$ cat config.mk
export PLATFORM = sky130hd
export DESIGN_NAME = bank_regfile
export DESIGN_NICKNAME = d
export VERILOG_FILES = /design/src/rtl/bank_regfile_pkg.sv /design/src/rtl/bank_decode.sv /design/src/rtl/rf_bank.sv /design/src/rtl/irq_status.sv /design/src/rtl/bank_regfile.sv
export SDC_FILE = /design/constraint.sdc
export NUM_CORES = 1
export LEC_CHECK = 0
export BUFFER_PORTS_ARGS = -buffer_cell sky130_fd_sc_hd__buf_4
export CAP_MARGIN = 40
export CORE_MARGIN = 10
export CORE_UTILIZATION = 43
export DETAILED_ROUTE_END_ITERATION = 12
export PLACE_DENSITY = 0.56
export RECOVER_POWER = 25
export SLEW_MARGIN = 15
export SYNTH_ARGS = -nofsm -noshare
export SYNTH_HDL_FRONTEND = slang
export SYNTH_HIERARCHICAL = 1
export SYNTH_SLANG_ARGS = --single-unit
$ cat constraint.sdc
create_clock -name clk -period 3.2 [get_ports clk]
set_clock_uncertainty 0.2 [all_clocks]
set_input_delay 0.96 -clock clk [delete_from_list [all_inputs] [get_ports clk]]
set_output_delay 0.96 -clock clk [all_outputs]
set_load 0.005 [all_outputs]
$ cat src/rtl/bank_regfile_pkg.sv
package bank_regfile_pkg;
  localparam int ADDR_W = 5;
  localparam int DATA_W = 8;
  localparam int NBANK  = 4;

  // bank indices inside the generated bank array
  localparam int IDX_PRI = 0;
  localparam int IDX_SEC = 1;
  localparam int IDX_CHN = 2;
  localparam int IDX_PAT = 3;

  // pointer code that selects each bank, indexed as above
  localparam logic [DATA_W-1:0] BANK_CODE [NBANK] = '{8'h00, 8'hAA, 8'h01, 8'h02};

  // bit a set: offset a is plain storage in that bank
  localparam logic [31:0] BANK_MASK [NBANK] = '{
    32'h001F_FFFF,   // primary: 00-14
    32'h0000_007B,   // secondary: 00,01,03-06
    32'h4000_00FF,   // per-channel: 00-07, 1E
    32'h0000_01FF    // test-pattern: 00-08
  };

  localparam logic [ADDR_W-1:0] EN_OFS   = 5'h14;
  localparam logic [ADDR_W-1:0] STAT_OFS = 5'h15;
  localparam logic [ADDR_W-1:0] POL_OFS  = 5'h1E;
endpackage

$ cat src/rtl/bank_decode.sv
module bank_decode
  import bank_regfile_pkg::*;
#(
  parameter int AW = ADDR_W,
  parameter int DW = DATA_W
) (
  input  logic             clk,
  input  logic             rst_n,
  input  logic             wr_en,
  input  logic [AW-1:0]    addr,
  input  logic [DW-1:0]    wr_data,
  output logic [DW-1:0]    ptr_o,
  output logic [NBANK-1:0] sel_o
);
  logic [DW-1:0] ptr_q;
  logic          ptr_we;

  assign ptr_we = wr_en && (addr == '1);

  always_ff @(posedge clk or negedge rst_n) begin
    if (!rst_n)      ptr_q <= '0;
    else if (ptr_we) ptr_q <= wr_data;
  end

  for (genvar k = 0; k < NBANK; k++) begin : g_sel
    assign sel_o[k] = (ptr_q == BANK_CODE[k]);
  end

  assign ptr_o = ptr_q;

  // pointer takes the written value on the next edge
  a_r1_ptr_load: assert property (@(posedge clk) disable iff (!rst_n)
    ptr_we |=> (ptr_o == $past(wr_data)));
  // at most one bank is reached at a time
  a_r3_one_bank: assert property (@(posedge clk) disable iff (!rst_n)
    $onehot0(sel_o));
endmodule

$ cat src/rtl/rf_bank.sv
module rf_bank #(
  parameter int             AW   = 5,
  parameter int             DW   = 8,
  parameter logic [2**AW-1:0] MASK = '1,
  parameter int             TAP  = 0
) (
  input  logic          clk,
  input  logic          rst_n,
  input  logic          sel,
  input  logic          wr_en,
  input  logic [AW-1:0] addr,
  input  logic [DW-1:0] wr_data,
  output logic [DW-1:0] rd_data,
  output logic [DW-1:0] tap_o
);
  localparam int NREG = 2**AW - 1;

  logic [NREG-1:0][DW-1:0] mem;
  logic                    hit;

  assign hit = sel && (addr != '1) && MASK[addr];

  always_ff @(posedge clk or negedge rst_n) begin
    if (!rst_n)              mem <= '0;
    else if (hit && wr_en)   mem[addr] <= wr_data;
  end

  assign rd_data = hit ? mem[addr] : '0;
  assign tap_o   = mem[TAP];
endmodule

$ cat src/rtl/irq_status.sv
module irq_status #(
  parameter int NCH = 8
) (
  input  logic           clk,
  input  logic           rst_n,
  input  logic [NCH-1:0] evt,
  input  logic           rd_clr,
  input  logic           wr_clr,
  input  logic [NCH-1:0] wr_mask,
  input  logic [NCH-1:0] en,
  input  logic           cow,
  output logic [NCH-1:0] status_o,
  output logic           irq_o
);
  logic [NCH-1:0] status_q;
  logic [NCH-1:0] clr;

  always_comb begin
    clr = '0;
    if (cow) begin
      if (wr_clr) clr = wr_mask;
    end else begin
      if (rd_clr) clr = '1;
    end
  end

  always_ff @(posedge clk or negedge rst_n) begin
    if (!rst_n) status_q <= '0;
    else        status_q <= (status_q & ~clr) | evt;
  end

  assign status_o = status_q;
  assign irq_o    = |(status_q & en);

  // a bit hit by an event is set on the next edge regardless of clears
  a_r11_event_wins: assert property (@(posedge clk) disable iff (!rst_n)
    (evt != '0) |=> ((status_o & $past(evt)) == $past(evt)));
  // clear-on-read leaves only the events of the read cycle
  a_r9_read_clears: assert property (@(posedge clk) disable iff (!rst_n)
    (rd_clr && !cow) |=> (status_o == $past(evt)));
  // clear-on-write removes exactly the written ones
  a_r10_write_mask: assert property (@(posedge clk) disable iff (!rst_n)
    (wr_clr && cow) |=> (status_o == (($past(status_o) & ~$past(wr_mask)) | $past(evt))));
  // with no clear, set bits are held
  a_r8_hold: assert property (@(posedge clk) disable iff (!rst_n)
    !(rd_clr || wr_clr) |=> ((status_o & $past(status_o)) == $past(status_o)));
  // no interrupt while status is empty
  a_r12_quiet: assert property (@(posedge clk) disable iff (!rst_n)
    (status_o == '0) |-> !irq_o);
endmodule

$ cat src/rtl/bank_regfile.sv
module bank_regfile
  import bank_regfile_pkg::*;
#(
  parameter int AW = ADDR_W,
  parameter int DW = DATA_W
) (
  input  logic          clk,
  input  logic          rst_n,
  input  logic [AW-1:0] addr,
  input  logic [DW-1:0] wr_data,
  input  logic          wr_en,
  input  logic          rd_en,
  output logic [DW-1:0] rd_data,
  input  logic [DW-1:0] chan_evt,
  output logic          irq
);
  logic [DW-1:0]              ptr;
  logic [NBANK-1:0]           sel;
  logic [NBANK-1:0][DW-1:0]   bank_rd;
  logic [NBANK-1:0][DW-1:0]   tap;
  logic [DW-1:0]              status;
  logic [DW-1:0]              rd_mux;
  logic [DW-1:0]              rd_q;
  logic                       stat_hit;
  logic                       unused_taps;

  bank_decode #(.AW(AW), .DW(DW)) u_dec (
    .clk(clk), .rst_n(rst_n), .wr_en(wr_en), .addr(addr),
    .wr_data(wr_data), .ptr_o(ptr), .sel_o(sel)
  );

  for (genvar k = 0; k < NBANK; k++) begin : g_bank
    localparam int TAP_K = (k == IDX_PRI) ? int'(EN_OFS) :
                           (k == IDX_CHN) ? int'(POL_OFS) : 0;
    rf_bank #(.AW(AW), .DW(DW), .MASK(BANK_MASK[k][2**AW-1:0]), .TAP(TAP_K)) u_bank (
      .clk(clk), .rst_n(rst_n), .sel(sel[k]), .wr_en(wr_en), .addr(addr),
      .wr_data(wr_data), .rd_data(bank_rd[k]), .tap_o(tap[k])
    );
  end

  assign stat_hit = sel[IDX_PRI] && (addr == STAT_OFS);

  irq_status #(.NCH(DW)) u_irq (
    .clk(clk), .rst_n(rst_n), .evt(chan_evt),
    .rd_clr(rd_en && stat_hit), .wr_clr(wr_en && stat_hit),
    .wr_mask(wr_data), .en(tap[IDX_PRI]), .cow(tap[IDX_CHN][0]),
    .status_o(status), .irq_o(irq)
  );

  assign unused_taps = ^{tap[IDX_SEC], tap[IDX_PAT], tap[IDX_CHN][DW-1:1]};

  always_comb begin
    rd_mux = '0;
    if (addr == '1) begin
      rd_mux = ptr;
    end else if (stat_hit) begin
      rd_mux = status;
    end else begin
      for (int k = 0; k < NBANK; k++) rd_mux = rd_mux | bank_rd[k];
    end
  end

  always_ff @(posedge clk or negedge rst_n) begin
    if (!rst_n)     rd_q <= '0;
    else if (rd_en) rd_q <= rd_mux;
  end

  assign rd_data = rd_q;

  // an undefined pointer code exposes only the pointer itself
  a_r7_bad_ptr: assert property (@(posedge clk) disable iff (!rst_n)
    (rd_en && (addr != '1) && (sel == '0)) |=> (rd_data == '0));
  // a read of the top address returns the pointer from any bank
  a_r1_ptr_read: assert property (@(posedge clk) disable iff (!rst_n)
    (rd_en && (addr == '1)) |=> (rd_data == $past(ptr)));
endmodule

== Yosys cells after proc, flatten, opt, wreduce, memory -nomap -nowiden ==
Memory sizes are Yosys's and may differ from the RTL's.
Cells that the tools add are included.

* Register bits after elaboration: 1,016
* Latch bits: 0
* Bits in writable memories: 0
* ROM bits: 128
* Output and inout bits: 9
* Word-level logic and storage cells: 192
* Memories: 4

* Add/sub/neg operators: 0
* Multipliers: 0
* Div/mod/pow operators: 0
* $lt $le $gt $ge: 2
* Equality and inequality tests: 6
* Shift-type cells: 0
* Multiplexer cells: 27
* Bitwise gates (word level): 7
* Reduce and logical (&&, ||, !) cells: 19

{| class="wikitable"
|+ Memories
! name !! words !! width !! rd ports !! clocked after memory_dff !! wr ports !! line !! RTL
|-
| (no name shown) || 32 || 1 || 1 || 0 || 0 || rf_bank.sv:21 || <nowiki>assign hit = sel && (addr != '1) && MASK[addr];</nowiki>
|-
| (no name shown) || 32 || 1 || 1 || 0 || 0 || rf_bank.sv:21 ||
|-
| (no name shown) || 32 || 1 || 1 || 0 || 0 || rf_bank.sv:21 ||
|-
| (no name shown) || 32 || 1 || 1 || 0 || 0 || rf_bank.sv:21 ||
|}

{| class="wikitable"
|+ Operators with widths
! kind !! number
|-
| bitwise mux 248 bit || 4
|-
| binary-select mux 8 bit (select 5 bit) || 4
|-
| two-way mux 8 bit || 14
|-
| demux 8 bit (select 5 bit) || 1
|-
| bitwise OR 8 bit || 4
|-
| logical AND 1 bit || 17
|-
| bitwise AND 8 bit || 2
|-
| == test 5 bit, second input constant || 2
|-
| == test 8 x 1 -> 1 bit, second input constant || 1
|-
| == test 8 x 2 -> 1 bit, second input constant || 1
|-
| == test 8 bit, second input constant || 1
|-
| logical NOT 8 bit || 1
|-
| inverter 8 bit || 1
|-
| OR reduction 8 bit || 1
|-
| < comparator 5 x 6 -> 1 bit, second input constant || 1
|-
| greater-or-equal comparator 5 x 1 -> 1 bit, second input constant || 1
|-
| != test 5 bit, second input constant || 1
|-
| two-way mux 1 bit || 4
|}

== Depth between registers and ports, before layout ==
* Word-level depth: 9
* Mapped depth: 11

== Hierarchy ==
The synthesis kept the hierarchy.

{| class="wikitable"
|+ By module, submodules not included
! module !! times used !! cells an instance !! area each (um^2) !! seq. area each (um^2)
|-
| rf_bank (g_bank[0].u_bank) || 1 || 815 || 10,959.3 || 6,206.0
|-
| rf_bank (g_bank[3].u_bank) || 1 || 798 || 10,050.9 || 6,206.0
|-
| rf_bank (g_bank[2].u_bank) || 1 || 796 || 10,015.9 || 6,206.0
|-
| rf_bank (g_bank[1].u_bank) || 1 || 779 || 9,773.1 || 6,206.0
|-
| bank_regfile || 1 || 71 || 686.9 || 200.2
|-
| irq_status || 1 || 33 || 386.6 || 200.2
|-
| bank_decode || 1 || 27 || 367.9 || 200.2
|}

== Worst setup path before layout ==
OpenSTA, ideal clock, no wires.

* Kind: input-to-reg
* From: input port addr[1]
* To: register rd_q[3], in the netlist rd_data[3]
* Library setup time: 0.138 ns
* Arrival time: 3.046 ns
* Setup slack: -0.185 ns
* Stages on the path: 9
* Cells stage by stage: clkbuf_1 clkbuf_1 buf_1 mux2_2 o21ai_0 a31oi_1 or4_1 a21oi_1 o311ai_1

{| class="wikitable"
|+ RTL lines
! item !! line !! RTL
|-
| start: declaration || bank_regfile.sv:9 || <nowiki>input logic [AW-1:0] addr,</nowiki>
|-
| end signal: assignment || bank_regfile.sv:65 || <nowiki>else if (rd_en) rd_q <= rd_mux;</nowiki>
|-
| end: declaration || bank_regfile.sv:23 || <nowiki>logic [DW-1:0] rd_q;</nowiki>
|}

==> results_dict.tcl <==
set metrics [dict create \
    p_sw_uw 6370 \
    setup_viol 0 \
    htreeDepth 3 \
    final_common_cell "dfrtp_1" \
    cts_sinks 1016 \
    drv_slew 0 \
    track_usage 0.179 \
    dp_hpwl_um 68100 \
    crit_required_ps 3550 \
    dpl_cell_area_mm2 0.0441 \
    final_cell_area_mm2 0.0482 \
    p_per_area_mw_per_mm2 572 \
    met1_usage 0.257 \
    status "completed" \
    grtUsageMet2 0.279 \
    grt_max_degree 92 \
    grt_busiest_layer "met2" \
    ys_warn_count 6 \
    io_pins 34 \
    gp_congestion 0.853 \
    crit_top_cell "buf_4" \
    remaining_drc_errors 0 \
    fp-row-count 114 \
    vias 23194 \
    syn_nets 3321 \
    combPwrFrac 0.073 \
    grt_pass1_vias 25120 \
    crit_fanout 13 \
    drtIter0Drc 1715 \
    dr.pass1.iters 5 \
    grt_pass1_wl_um 155000 \
    die_h_um 333 \
    tns_ps 0 \
    worst_ep_arrival_time_ps 3540 \
    drive_above_1_share 0.345 \
    fin_util 0.498 \
    antenna_found_initial 7 \
    path_buf_inv 5 \
    grt_setup_unrepaired "true" \
    cap_violations 0 \
    path_class "input pin to flop" \
    clk_latency_ps 700 \
    fin_total_pwr_uw 27600 \
    cp_slowest_cell "nor3_1" \
    power.internal_uw 21200 \
    synth.avg_cell_area_um2 12.8 \
    timing.rr.start "u_dec/ptr_o[2]$_DFFE_PN0P_" \
    path_clk_slew_ps 60 \
    p_clk_frac 0.437 \
    fin_nets 3041 \
    p_leak_uw 0.0232 \
    endpoint_kind "flop" \
    path_delay_family "simple AND/OR/NAND/NOR gates" \
    p_seq_frac 0.490 \
    core_mm2 0.0969 \
    clockBufferDepth 3 \
    start_util 0.434 \
    rr_worst_depth 10 \
    wl_per_cell_um 22.9 \
    post-route-min-period_ps 3190 \
    synthCells 3296 \
    cts_made_buffers 105 \
    root_buffer "clkbuf_16" \
    maxSlewHeadroom 0.453 \
    grt_overflow_total 0 \
    routed_wl_um 100000 \
    max_stage_delay_ps 480 \
    cp_cell_sequence "buf_16 -> buf_16 -> buf_4 -> buf_4 -> nand4b_1 -> buf_4 -> o22ai_1 -> nor3_1 -> a31oi_2 -> or4_1 -> a21oi_1 -> o311ai_1" \
    dieArea_mm2 0.111 \
    port-buffer-count 33 \
    syn_area_mm2 0.0421 \
    r2r_setup_slack_ps 220 \
    start_kind "input pin" \
    hold_violations 0 \
    fmax_mhz 314 \
    switching_share 0.231 \
    dieWidth_um 333 \
    period_share 0.997 \
    tritoncts "built" \
    min_path_type "input pin to async pin" \
    gr-usage-met3 0.0280 \
    area_delta_synth_final_pct 14.6 \
    regToRegEndpoint "rd_data[3]$_DFFE_PN0P_" \
    fill_cells 8147 \
    final_cell_mix "dfrtp_1 (1,016), mux2i_1 (423), mux2_2 (369), buf_4 (340), o22ai_1 (195)" \
    via_per_inst 5.31 \
    ir_drop_uv 532 \
    ant_nets 0 \
    tightest_slew_ps 816 \
]
==> worst max-delay path by stage <==
| stage | slack, ps | depth (start not counted) | to | from |
|---|---|---|---|---|
| after floorplan | -2 | 10 | rd_data[3]$_DFFE_PN0P_ | addr[0] |
| after global placement | -1110 | 11 | rd_data[4]$_DFFE_PN0P_ | addr[0] |
| after detailed placement | -1110 | 11 | rd_data[4]$_DFFE_PN0P_ | addr[0] |
| after CTS | 0.4 | 12 | rd_data[2]$_DFFE_PN0P_ | addr[3] |
| after global routing | -10 | 11 | rd_data[7]$_DFFE_PN0P_ | addr[1] |
| final | 10 | 12 | rd_data[6]$_DFFE_PN0P_ | addr[0] |
==> power by group through the flow <==
stage | logic, uW | registers [uW] | clock network (uW)
6_report | 2020 | 13500 | 12100
5_1_grt | 2190 | 13600 | 12900
4_1_cts | 1980 | 13500 | 12400
3_5_place_dp | 1970 | 13700 | 0
3_3_place_gp | 1920 | 13700 | 0
2_1_floorplan | 1050 | 13700 | 0
==> repair_timing <==
item,4_1_cts,5_1_grt
setup endpoints to repair,7,18
gates cloned,0,4
hold buffers,0,0
resized for setup,27,56
pin swaps,2,7
buffers inserted,1,18
==> layout make-up <==
class	instances	area (um^2)	share of cell area
flip-flops and latches	1016	25400	0.527
inverters	3	15.0	0.000311
clock buffers	147	2930	0.0607
well taps	1276	1600	0.0331
multi-input cells	1476	13700	0.285
repair buffers	414	4070	0.0844
diodes	3	7.51	0.000156
clock inverters	36	443	0.00919
==> routing by layer <==
| metal | wire length, um | vias to the layer above |
|---|---|---|
| li1 | - | 10646 |
| met1 | 47400 | 11950 |
| met2 | 46700 | 462 |
| met3 | 4060 | 136 |
| met4 | 2150 | 0 |
| met5 | 0 | - |
==> registers in the layout, summed over array words and instances, names as in the netlist <==
signal / count
g_bank.u_bank/mem: 960
g_bank.u_bank/tap_o: 32
rd_data: 8
u_dec/ptr_o: 8
u_irq/status_o: 8
==> stage by stage <==
step	cells	hold slack [ps]	worst slack [ps]
floorplan	3296	224	-2.20
global placement	4162	160	-1110
detailed placement	4162	162	-1110
CTS	4346	98.1	0.360
global route	4370	120	-13.3
finish	4371	101	10.7
Note: power is estimated with default switching activity, not from simulation.
